File: src/rtl/rstseq_pkg.sv
package rstseq_pkg;

    typedef enum logic [2:0] {
        ST_RUN,
        ST_ACTIVE,
        ST_WAITREL,
        ST_DELAY,
        ST_FETCH
    } seq_state_e;

    typedef enum logic [1:0] {
        SRC_NONE,
        SRC_PIN,
        SRC_LVD,
        SRC_WDG
    } rst_src_e;

endpackage

File: src/rtl/rstseq_sync.sv
// Multi-stage synchroniser for the asynchronous pin level.
module rstseq_sync #(
    parameter int   STAGES  = 2,
    parameter logic RST_VAL = 1'b0
) (
    input  logic clk,
    input  logic rst_n,
    input  logic d,
    output logic q
);
    logic [STAGES-1:0] chain;

    always_ff @(posedge clk or negedge rst_n) begin
        if (!rst_n) begin
            chain <= {STAGES{RST_VAL}};
        end else begin
            chain <= {chain[STAGES-2:0], d};
        end
    end

    assign q = chain[STAGES-1];
endmodule

File: src/rtl/rstseq_low_filter.sv
// Recognises a low level that persists for MIN_IN consecutive samples.
module rstseq_low_filter #(
    parameter int MIN_IN = 4
) (
    input  logic clk,
    input  logic rst_n,
    input  logic en,
    input  logic lvl,
    output logic det
);
    localparam int CW = (MIN_IN < 2) ? 1 : $clog2(MIN_IN + 1);
    localparam logic [CW-1:0] LAST = CW'(MIN_IN - 1);

    logic [CW-1:0] run_len;

    always_ff @(posedge clk or negedge rst_n) begin
        if (!rst_n) begin
            run_len <= '0;
        end else if (!en || lvl) begin
            run_len <= '0;
        end else if (run_len != LAST) begin
            run_len <= run_len + 1'b1;
        end
    end

    assign det = en && !lvl && (run_len == LAST);
endmodule

File: src/rtl/rstseq_phase_cnt.sv
// Cycle counter for the current phase, cleared on every state change.
module rstseq_phase_cnt #(
    parameter int CW = 13
) (
    input  logic          clk,
    input  logic          rst_n,
    input  logic          clr,
    output logic [CW-1:0] q
);
    always_ff @(posedge clk or negedge rst_n) begin
        if (!rst_n) begin
            q <= '0;
        end else if (clr) begin
            q <= '0;
        end else begin
            q <= q + 1'b1;
        end
    end
endmodule

File: src/rtl/reset_sequencer.sv
module reset_sequencer
    import rstseq_pkg::*;
#(
    parameter int          AW        = 16,
    parameter logic [15:0] VEC_BASE  = 16'hFFFE,
    parameter int          SHORT_DLY = 256,
    parameter int          LONG_DLY  = 4096,
    parameter int          MIN_IN    = 4,
    parameter int          MIN_OUT   = 16,
    parameter int          SYNC_STG  = 2
) (
    input  logic          clk,
    input  logic          rst_n,
    input  logic          pin_in,
    input  logic          lvd_rst,
    input  logic          wdg_uflow,
    input  logic          long_delay,
    input  logic          flag_clr,
    output logic          pin_pd,
    output logic          cpu_rst,
    output logic          vec_fetch,
    output logic [AW-1:0] vec_addr,
    output logic          wdg_flag
);
    localparam int CNT_MAX = (LONG_DLY > SHORT_DLY)
                           ? ((LONG_DLY > MIN_OUT) ? LONG_DLY : MIN_OUT)
                           : ((SHORT_DLY > MIN_OUT) ? SHORT_DLY : MIN_OUT);
    localparam int CW = $clog2(CNT_MAX + 1);
    localparam logic [CW-1:0] OUT_LAST   = CW'(MIN_OUT - 1);
    localparam logic [CW-1:0] SHORT_LAST = CW'(SHORT_DLY - 1);
    localparam logic [CW-1:0] LONG_LAST  = CW'(LONG_DLY - 1);
    localparam logic [CW-1:0] FETCH_LAST = CW'(1);

    seq_state_e    st, nxt;
    rst_src_e      src, nsrc;
    logic [CW-1:0] cnt;
    logic          cnt_clr;
    logic          pin_s;
    logic          pin_det;
    logic [CW-1:0] dly_last;
    logic          flag_set, flag_kill;

    rstseq_sync #(.STAGES(SYNC_STG), .RST_VAL(1'b0)) u_sync (
        .clk   (clk),
        .rst_n (rst_n),
        .d     (pin_in),
        .q     (pin_s)
    );

    rstseq_low_filter #(.MIN_IN(MIN_IN)) u_filt (
        .clk   (clk),
        .rst_n (rst_n),
        .en    (st == ST_RUN),
        .lvl   (pin_s),
        .det   (pin_det)
    );

    rstseq_phase_cnt #(.CW(CW)) u_cnt (
        .clk   (clk),
        .rst_n (rst_n),
        .clr   (cnt_clr),
        .q     (cnt)
    );

    assign dly_last = long_delay ? LONG_LAST : SHORT_LAST;

    // Next-state logic
    always_comb begin
        nxt  = st;
        nsrc = src;
        unique case (st)
            ST_RUN: begin
                if (wdg_uflow) begin
                    nxt  = ST_ACTIVE;
                    nsrc = SRC_WDG;
                end else if (pin_det) begin
                    nxt  = ST_ACTIVE;
                    nsrc = SRC_PIN;
                end
            end
            ST_ACTIVE: begin
                if (src == SRC_LVD) begin
                    if (!lvd_rst) nxt = ST_DELAY;
                end else if (cnt == OUT_LAST) begin
                    nxt = (src == SRC_PIN) ? ST_WAITREL : ST_DELAY;
                end
            end
            ST_WAITREL: begin
                if (pin_s) nxt = ST_DELAY;
            end
            ST_DELAY: begin
                if (cnt == dly_last) nxt = ST_FETCH;
            end
            ST_FETCH: begin
                if (cnt == FETCH_LAST) nxt = ST_RUN;
            end
            default: nxt = ST_DELAY;
        endcase
        // A supply fault overrides every state and every other cause
        if (lvd_rst) begin
            nxt  = ST_ACTIVE;
            nsrc = SRC_LVD;
        end
        cnt_clr = (nxt != st);
    end

    assign flag_set  = (st == ST_RUN) && (nxt == ST_ACTIVE) && (nsrc == SRC_WDG);
    assign flag_kill = (nxt == ST_ACTIVE) && (nsrc != SRC_WDG);

    // State register
    always_ff @(posedge clk or negedge rst_n) begin
        if (!rst_n) begin
            st       <= ST_DELAY;
            src      <= SRC_NONE;
            wdg_flag <= 1'b0;
        end else begin
            st  <= nxt;
            src <= nsrc;
            if (flag_set) begin
                wdg_flag <= 1'b1;
            end else if (flag_kill || flag_clr) begin
                wdg_flag <= 1'b0;
            end
        end
    end

    // Outputs
    always_comb begin
        pin_pd    = 1'b0;
        cpu_rst   = 1'b1;
        vec_fetch = 1'b0;
        vec_addr  = '0;
        unique case (st)
            ST_RUN:     cpu_rst = 1'b0;
            ST_ACTIVE:  pin_pd  = 1'b1;
            ST_WAITREL: pin_pd  = 1'b0;
            ST_DELAY:   pin_pd  = 1'b1;
            ST_FETCH: begin
                vec_fetch = 1'b1;
                vec_addr  = AW'(VEC_BASE) + AW'(cnt[0]);
            end
            default: pin_pd = 1'b1;
        endcase
    end
endmodule

File: config.mk
export PLATFORM = sky130hd
export DESIGN_NAME = reset_sequencer
export DESIGN_NICKNAME = d
export VERILOG_FILES = /design/src/rtl/rstseq_pkg.sv /design/src/rtl/rstseq_sync.sv /design/src/rtl/rstseq_low_filter.sv /design/src/rtl/rstseq_phase_cnt.sv /design/src/rtl/reset_sequencer.sv
export SDC_FILE = /design/constraint.sdc
export NUM_CORES = 1
export LEC_CHECK = 0
export ABC_AREA = 1
export BUFFER_PORTS_ARGS = -buffer_cell sky130_fd_sc_hd__buf_2
export CAP_MARGIN = 25
export CELL_PAD_IN_SITES_DETAIL_PLACEMENT = 1
export CELL_PAD_IN_SITES_GLOBAL_PLACEMENT = 1
export CORE_ASPECT_RATIO = 1.75
export CORE_MARGIN = 8
export CORE_UTILIZATION = 39
export DETAILED_ROUTE_END_ITERATION = 8
export GPL_ROUTABILITY_DRIVEN = 1
export PLACE_DENSITY = 0.82
export SLEW_MARGIN = 0
export SYNTH_ARGS = -nofsm -noshare
export SYNTH_HDL_FRONTEND = slang
export SYNTH_SLANG_ARGS = --single-unit
export TNS_END_PERCENT = 20
File: constraint.sdc
create_clock -name clk -period 2.47 [get_ports clk]
set_input_delay 0.247 -clock clk [delete_from_list [all_inputs] [get_ports clk]]
set_output_delay 0.247 -clock clk [all_outputs]
set_load 0.05 [all_outputs]
After elaboration in Yosys (flattened, before gate mapping)
Index checks and enable logic that the tools add are counted.
Word-level totals
  flip-flop bits (word level): 24
  input port bits: 7
  output and inout port bits: 20
  logic and storage cells: 61
Cells by class
  add/sub/neg operators: 3
  equal/unequal tests: 15
  multiplexer cells: 24
  reduce and logical (&&, ||, !) cells: 13
Operators with widths (number)
  $mux W3: 10
  $mux W16: 1
  $pmux W3 S5: 1
  $add A13 B1 Y13 const B: 1
  $eq A13 B1 Y1 const B: 1
  $eq A13 B12 Y1: 1
  $eq A13 B4 Y1 const B: 1
  $mux W13: 1
  $mux W12: 1
  $eq A3 B2 Y1 const B: 3
  $mux W2: 4
  $eq A3 B1 Y1 const B: 2
  $mux W1: 6
  $logic_and A1 B1 Y1: 5
  $eq A2 B2 Y1 const B: 2
  $reduce_bool A2 Y1: 2
  $add A2 B2 Y3 const A: 1
  $add A3 B1 Y3 const B: 1
  $eq A3 B3 Y1 const B: 1
  $logic_not A3 Y1: 1
  $ne A3 B2 Y1 const B: 1
  $ne A3 B3 Y1: 1
  $reduce_or A3 Y1: 1
  $eq A2 B1 Y1 const B: 1
  3 further kinds: 5

Longest topological paths before layout
Gate-level depths: netlist of run 1.
  word-level depth: 12
  mapped depth: 13
  mapped depth without buffers: 13

Hierarchy
A second synthesis of run 1 with hierarchy kept.
Second synthesis, totals
  cell total of the unflattened synthesis: 230
  area, all modules: 1582.8 µm²
By module, submodules not included
  reset_sequencer: instances 1, cells each 113, area an instance 689.4 µm², seq. area each 152.6 µm²
  rstseq_phase_cnt: instances 1, cells each 93, area an instance 674.4 µm², seq. area each 325.3 µm²
  rstseq_low_filter: instances 1, cells each 22, area an instance 168.9 µm², seq. area each 75.1 µm²
  rstseq_sync: instances 1, cells each 2, area an instance 50.0 µm², seq. area each 50.0 µm²

Worst setup path before layout of run 1
No wires, ideal clock.
  path kind: reg2reg
  start: register st[0]
  end: register u_cnt.q[6]
  setup time: 0.122 ns
  arrival time: 2.366 ns
  data required time: 2.348 ns
  setup slack: -0.018 ns
  cell stages (with the launch flop): 12
  path buffers: 1
  period minus slack after synthesis: 2.488 ns
  cells stage by stage: dfstp_2 -> inv_1 -> nand2_1 -> nor2_1 -> nand2_1 -> nand2_1 -> nand2_1 -> nand2_1 -> nand2_2 -> nand2_4 -> buf_8 -> nor3_2
Between the ends
  word-level cells in the longest chain between the ends: 9
  elaborated cells on any way between the ends: 18
  classes of those cells: 5 x eq/ne; 10 x mux; 3 x reduce/logical
Ends and longest elaborated chain
  start, declared: line reset_sequencer.sv:34  | seq_state_e st, nxt;
  start signal, assigned: line reset_sequencer.sv:117  | st <= nxt;
  $logic_not A3 Y1: line reset_sequencer.sv:53, reset_sequencer.sv:71
  $logic_and A1 B1 Y1 (2 in series): line rstseq_low_filter.sv:26  | assign det = en && !lvl && (run_len == LAST);
  $mux W3: line reset_sequencer.sv:76  | end else if (pin_det) begin
  $mux W3: line reset_sequencer.sv:73  | if (wdg_uflow) begin
  $pmux W3 S5: line reset_sequencer.sv:71  | unique case (st)
  $mux W3: line reset_sequencer.sv:100  | if (lvd_rst) begin
  $ne A3 B3 Y1 (*): line reset_sequencer.sv:104  | cnt_clr = (nxt != st);
  $mux W13 (*): line rstseq_phase_cnt.sv:13  | end else if (clr) begin
  end signal, assigned: line rstseq_phase_cnt.sv:16  | q <= q + 1'b1;
  end, declared: line rstseq_phase_cnt.sv:8  | output logic [CW-1:0] q
Mark *: on every way between the ends. The rest lies on a longest branch, timed or not.
A chain may end at the register's enable or synchronous reset.

Worst setup path after layout of run 1
  start: register u_cnt.q[0]
  end: register u_cnt.q[12]
Between the ends
  word-level cells in the longest chain between the ends: 7
  elaborated cells on any way between the ends: 12
  classes of those cells: 1 x add/sub; 4 x eq/ne; 7 x mux
Ends and longest elaborated chain
  $eq A13 B4 Y1: line reset_sequencer.sv:84  | end else if (cnt == OUT_LAST) begin
  $mux W3: line reset_sequencer.sv:84
  $mux W3: line reset_sequencer.sv:82  | if (src == SRC_LVD) begin
  $pmux W3 S5 (*): line reset_sequencer.sv:71
  $mux W3 (*): line reset_sequencer.sv:100
  net nxt[0]: line reset_sequencer.sv:34
  $ne A3 B3 Y1 (*): line reset_sequencer.sv:104
  $mux W13 (*): line rstseq_phase_cnt.sv:13
The timed path passes the listed nets; every way through them passes the cells marked *.

==> results of run 1 <==
-- per-stage QoR --
step / power, uW / instance area, um^2 / worst slack [ns] / utilization, %
floorplan: 686 / 1560 / 0.414 / -
global placement: 723 / 1620 / 0.537 / 41.9
detailed placement: 732 / 1620 / 0.489 / 41.9
CTS: 1000 / 1680 / 0.453 / 43.6
global route: 1050 / 1680 / 0.325 / 43.6
finish: 988 / 1680 / 0.491 / 43.6
-- critical path: stages, from the launching register on --
cell and delay (ns):
dfrtp_1 0.45, ha_1 0.26, nand3_2 0.14, nor2_1 0.21, nand3_1 0.12, nand2_1 0.12
nand3_2 0.13, nand2_1 0.08, nand2_1 0.08, nand2_4 0.20, nor3_1 0.07
-- final cells by class --
cell class	instances	area (um^2)
Inverter	15	56.3
Sequential cell	24	603
Timing Repair Buffer	28	148
Tap cell	48	60.1
Fill cell	500	2180
Clock buffer	4	55.1
Multi-Input combinational cell	124	762
-- state kept, by name, indices dropped and copies added (netlist names) --
signal and cells:
src 2, u_sync.chain 2, u_filt.run_len 3, st 3, wdg_flag 1, u_cnt.q 13
-- final timing paths --
path	slack [ns]	cells past startpoint	from	end
worst max register to register	0.49	10	u_cnt.q[0]	u_cnt.q[12]
worst min-delay path	0.08	1	pin_in	u_sync.chain[0]
max in group asynchronous	1.59	2	rst_n	st[1]
worst max-delay path	0.49	10	u_cnt.q[0]	u_cnt.q[12]
worst min register to register	0.35	0	u_sync.chain[0]	u_sync.chain[1]
min in group asynchronous	0.50	2	rst_n	u_cnt.q[2]
-- routing by layer --
metal | part of all wire (%) | up-vias | global-route usage (%) | routed length (um)
met4 | 2.5 | 0 | 5.87 | 86
met5 | 0 | - | 0 | 0
met1 | 37 | 590 | 12.0 | 1290
met3 | 5.6 | 7 | 3.49 | 191
li1 | - | 591 | - | -
met2 | 54 | 25 | 20.8 | 1870
-- cell families after synthesis --
group | count (synthesis) | synth area share [%]
xor gates and xnor gates | 10 | 5.62
and+or+nand+nor | 100 | 36.0
DFF | 24 | 38.7
AOI/OAI and AO/OA | 9 | 3.29
buffers and inverters | 32 | 12.5
adders and majority gates | 4 | 3.21
muxes | 1 | 0.643
-- power breakdown --
| part | leakage (uW) | switching (uW) | internal (uW) | total (uW) |
|---|---|---|---|---|
| registers | 0.000316 | 33.5 | 424 | 458 |
| logic | 0.000499 | 188 | 77.2 | 265 |
| clock network | 0.0000288 | 123 | 142 | 265 |
| total | 0.000843 | 345 | 644 | 988 |
-- cells in the mapped netlist (all sizes together) --
library cell / number / area (um^2)
o21ai: 3 / 15.0
a21oi: 4 / 20.0
inv: 15 / 56.3
nand3b: 1 / 7.51
nor2: 27 / 121
or3: 1 / 6.26
ha: 4 / 50.1
o21bai: 1 / 7.51
nand3: 12 / 75.1
xor2: 7 / 61.3
a31o: 1 / 8.76
buf: 17 / 139
nand2: 41 / 194
nor4: 1 / 6.26
nand4: 3 / 18.8
dfstp: 2 / 52.6
nor3: 13 / 125
mux2i: 1 / 10.0
xnor2: 3 / 26.3
and3: 1 / 6.26
dfrtp: 22 / 551
-- repair_timing --
| item | in CTS | in global routing |
|---|---|---|
| setup endpoints to repair | 0 | 0 |
| hold endpoints to repair | 22 | 0 |
| hold buffers | 1 | 0 |
| buffers inserted | 0 | 0 |
==> flow_summary.toml, run 1 <==
[critical_path]
endpoint_kind = "flip-flop"
startpoint_type = "flip-flop"
cp.required_ns = 2.62
critical_path.max_fanout = 13
arrival_ns = 2.13
crit_type = "flip-flop to flip-flop"

[route]
routedWlPerCell_um = 14.1
drc_errors = 0
drt_iter0_markers = 18
firstDrtPassIters = 4
routed_wl_um = 3440
drtAntennaViolNets = 0
vias_per_cell = 4.99
dr_total_vias = 1213

[timing]
finalMaxSlewViolations = 0
worstMarginPinSlew_ns = 0.565
skew_ns = 0.00644
hold_violations = 0
slew_headroom_pct = 62.3
tns_ns = 0
rsz0062_at_grt = "no"
whs_ns = 0.0833
max_freq_ghz = 0.505
finalSetupViolations = 0
fin_crit_sh_pct = 80.1
fin_crit_ns = 1.98

[die]
boundaryPins = 27
start_util_pct = 40.3
dieArea_mm2 = 0.00635
core_region_area_mm2 = 0.00387
die_w_um = 63.8
num_rows = 30
fp.dieH_um = 99.6

[clocking]
clk_latency_ns = 0.27
tritoncts = "built"
clkSinkCount = 24
htreeDepth = 1
clk_pin_slew_ns = 0.09
cts-root-buf = "clkbuf_8"
cts_buffers = 3
cts-resized-gates = 0
clk_path_buf_depth = 2

[placement]
dp_hpwl_um = 2760
placedCellCount = 238
gp_congestion = 0.832
portBuffers = 26

[grt]
antenna_found_initial = 0
grt_pass1_wl_um = 6020
grt_max_degree = 25
grt_util_all_layers_pct = 11.7
first_global_vias = 1309
overflow = 0

[finish]
layout_common_cells = "31 x nand2_1, 26 x buf_2, 22 x nor2_1, 22 x dfrtp_1, 13 x inv_1"
drive_gt1_share_pct = 33.8
nets = 207
area_growth_pct = 8.11
final_common_cell = "nand2_1"
antenna_cells = 0
final_cells = 243

[synth]
synth-seq-area-share_pct = 38.7
syn_inst = 180
ys_ff_latch = 24
ys_types = 30
yosysWarnings = 0
synth_fp_nets = 191
avgSynthCellArea_um2 = 8.65
syn_area_mm2 = 0.00156

[run_status]
status = "finished clean"

[worst_hold_path]
hp-class = "input port to flip-flop"

[power]
power.leakage_uw = 0.000843
vdd_drop_max_uv = 394
power_density_mw_per_mm2 = 587

[run]
cap_violations = 0
Power figures use the tool's default switching activity.
==> run 2, diff against run 1 <==
Clock period 2.47 ns to 2 ns, I/O delays scaled along.
==> run 2 against run 1 <==
  * Sequential power increased by 21%
  * Core utilization increased by 1.1 points
  * Clock skew decreased by 0.0048 ns
  * Largest power group unchanged
  * Count of clock-buffer cells in the layout unchanged
==> flow_summary.toml, run 2 (same netlist as run 1, synthesis figures left out) <==
[finish]
area_growth_pct = 10.9
regMostFlops = "u_cnt.q"
nets = 210
layout_common_cells = "30 x nand2_1, 26 x buf_2, 22 x dfrtp_1"
final_area_mm2 = 0.00173
largest_reg_flops = 13
antenna_cells = 0
final_cells = 246
final_common_cell = "nand2_1"
reg_top3 = "u_cnt.q: 13 flops, st: 3 flops, u_filt.run_len: 3 flops"
drive_gt1_share_pct = 37.4

[timing]
finalMaxSlewViolations = 0
fin_crit_sh_pct = 91.5
skew_ns = 0.00166
rsz0062_at_grt = "no"
tns_ns = 0
worstMarginPinSlew_ns = 0.550
fin_crit_ns = 1.83
slew_headroom_pct = 63.3
max_freq_ghz = 0.546
finalSetupViolations = 0
whs_ns = 0.0330
hold_violations = 0

[power]
power_uw = 1260
vdd_drop_max_uv = 337
power_density_mw_per_mm2 = 732
power.leakage_uw = 0.000856

[clocking]
clk_pin_slew_ns = 0.08
htreeDepth = 1
clkSinkCount = 24
tritoncts = "built"
cts-root-buf = "clkbuf_8"
clk_path_buf_depth = 2
cts_buffers = 3
cts_setup_buffers = 0
clk_latency_ns = 0.27

[grt]
first_global_vias = 1347
antenna_found_initial = 0
grt_util_all_layers_pct = 12.2
grt_max_degree = 25
overflow = 0
grt_pass1_wl_um = 6280

[critical_path]
crit_top_cell = "nand2_1"
startpoint_type = "flip-flop"
critPathSlowestCell = "dfrtp_1"
endpoint_kind = "flip-flop"
critPathMaxStageDelay_ns = 0.40
crit_type = "flip-flop to flip-flop"
cp.required_ns = 2.15
path_cells = "ha_1, ha_2, nand4_1, nand2_1, nor2_2, nand3_2, nand2_1, nand2_2, nand2_4, nor3_1"
critical_path.max_fanout = 7
arrival_ns = 1.98

[placement]
portBuffers = 26
placedCellCount = 240
dpl_cell_area_mm2 = 0.00164
dp_hpwl_um = 2800
gp_congestion = 0.796

[route]
drt_iter0_markers = 13
wl_met3_um = 138
route.met2.wl_um = 2050
drc_errors = 0
routedWlPerCell_um = 14.7
vias_per_cell = 4.98
routed_wl_um = 3610
top_layer = "met4"
firstDrtPassIters = 3
wl_met1_um = 1340
dr_total_vias = 1224
drtAntennaViolNets = 0

[die]
dieArea_mm2 = 0.00635
num_rows = 30
die_w_um = 63.8
start_util_pct = 40.3
boundaryPins = 27
fp.dieH_um = 99.6
core_region_area_mm2 = 0.00387

[run]
cap_violations = 0

[run_status]
status = "finished clean"

[worst_hold_path]
hp-class = "input port to flip-flop"
==> run 2: path summary, 6_finish.rpt <==
kind,startpoint,endpoint,slack [ns],depth (start not counted)
worst max-delay path,u_filt.run_len[0],u_cnt.q[12],0.17,10
worst min-delay path,pin_in,u_sync.chain[0],0.03,1
worst max register to register,u_filt.run_len[0],u_cnt.q[12],0.17,10
worst min register to register,u_sync.chain[0],u_sync.chain[1],0.37,0
max in group asynchronous,rst_n,st[1],1.18,2
min in group asynchronous,rst_n,wdg_flag,0.44,2
==> run 2: critical path, delay by kind of cell (launching register included) <==
| family | cells | cell delay [ns] |
|---|---|---|
| DFF | 1 | 0.40 |
| and+or+nand+nor | 8 | 0.91 |
| adders and majority gates | 2 | 0.42 |
==> run 2: report_power, final <==
| group | switching (uW) | total [uW] | internal [uW] |
|---|---|---|---|
| registers | 31.6 | 556 | 524 |
| logic | 261 | 379 | 118 |
| clock network | 154 | 330 | 176 |
| total | 447 | 1260 | 818 |
==> run 2: what timing repair did <==
action | 4_1_cts | 5_1_grt
endpoints found under the hold margin | 22 | 0
resized for setup | 0 | 6
hold buffers | 1 | 0
setup endpoints to repair | 0 | 13
==> run 2: final cells by class <==
class / instances / area (um^2)
Multi-Input combinational cell: 125 / 791
Tap cell: 48 / 60.1
Timing Repair Buffer: 30 / 163
Inverter: 15 / 56.3
Sequential cell: 24 / 603
Fill cell: 493 / 2140
Clock buffer: 4 / 55.1
==> run 2: metrics by stage <==
step	util, %	setup WS [ns]
floorplan	-	0.0894
CTS	44.1	0.0513
finish	44.7	0.169
detailed placement	42.4	0.0620
global placement	42.4	0.167
global route	44.7	0.0172
==> run 2: per-layer routing <==
| layer | up-vias | track usage (%) |
|---|---|---|
| met1 | 595 | 12.0 |
| met4 | 0 | 6.74 |
| met3 | 6 | 2.70 |
| li1 | 600 | - |
| met5 | - | 0 |
| met2 | 23 | 22.7 |
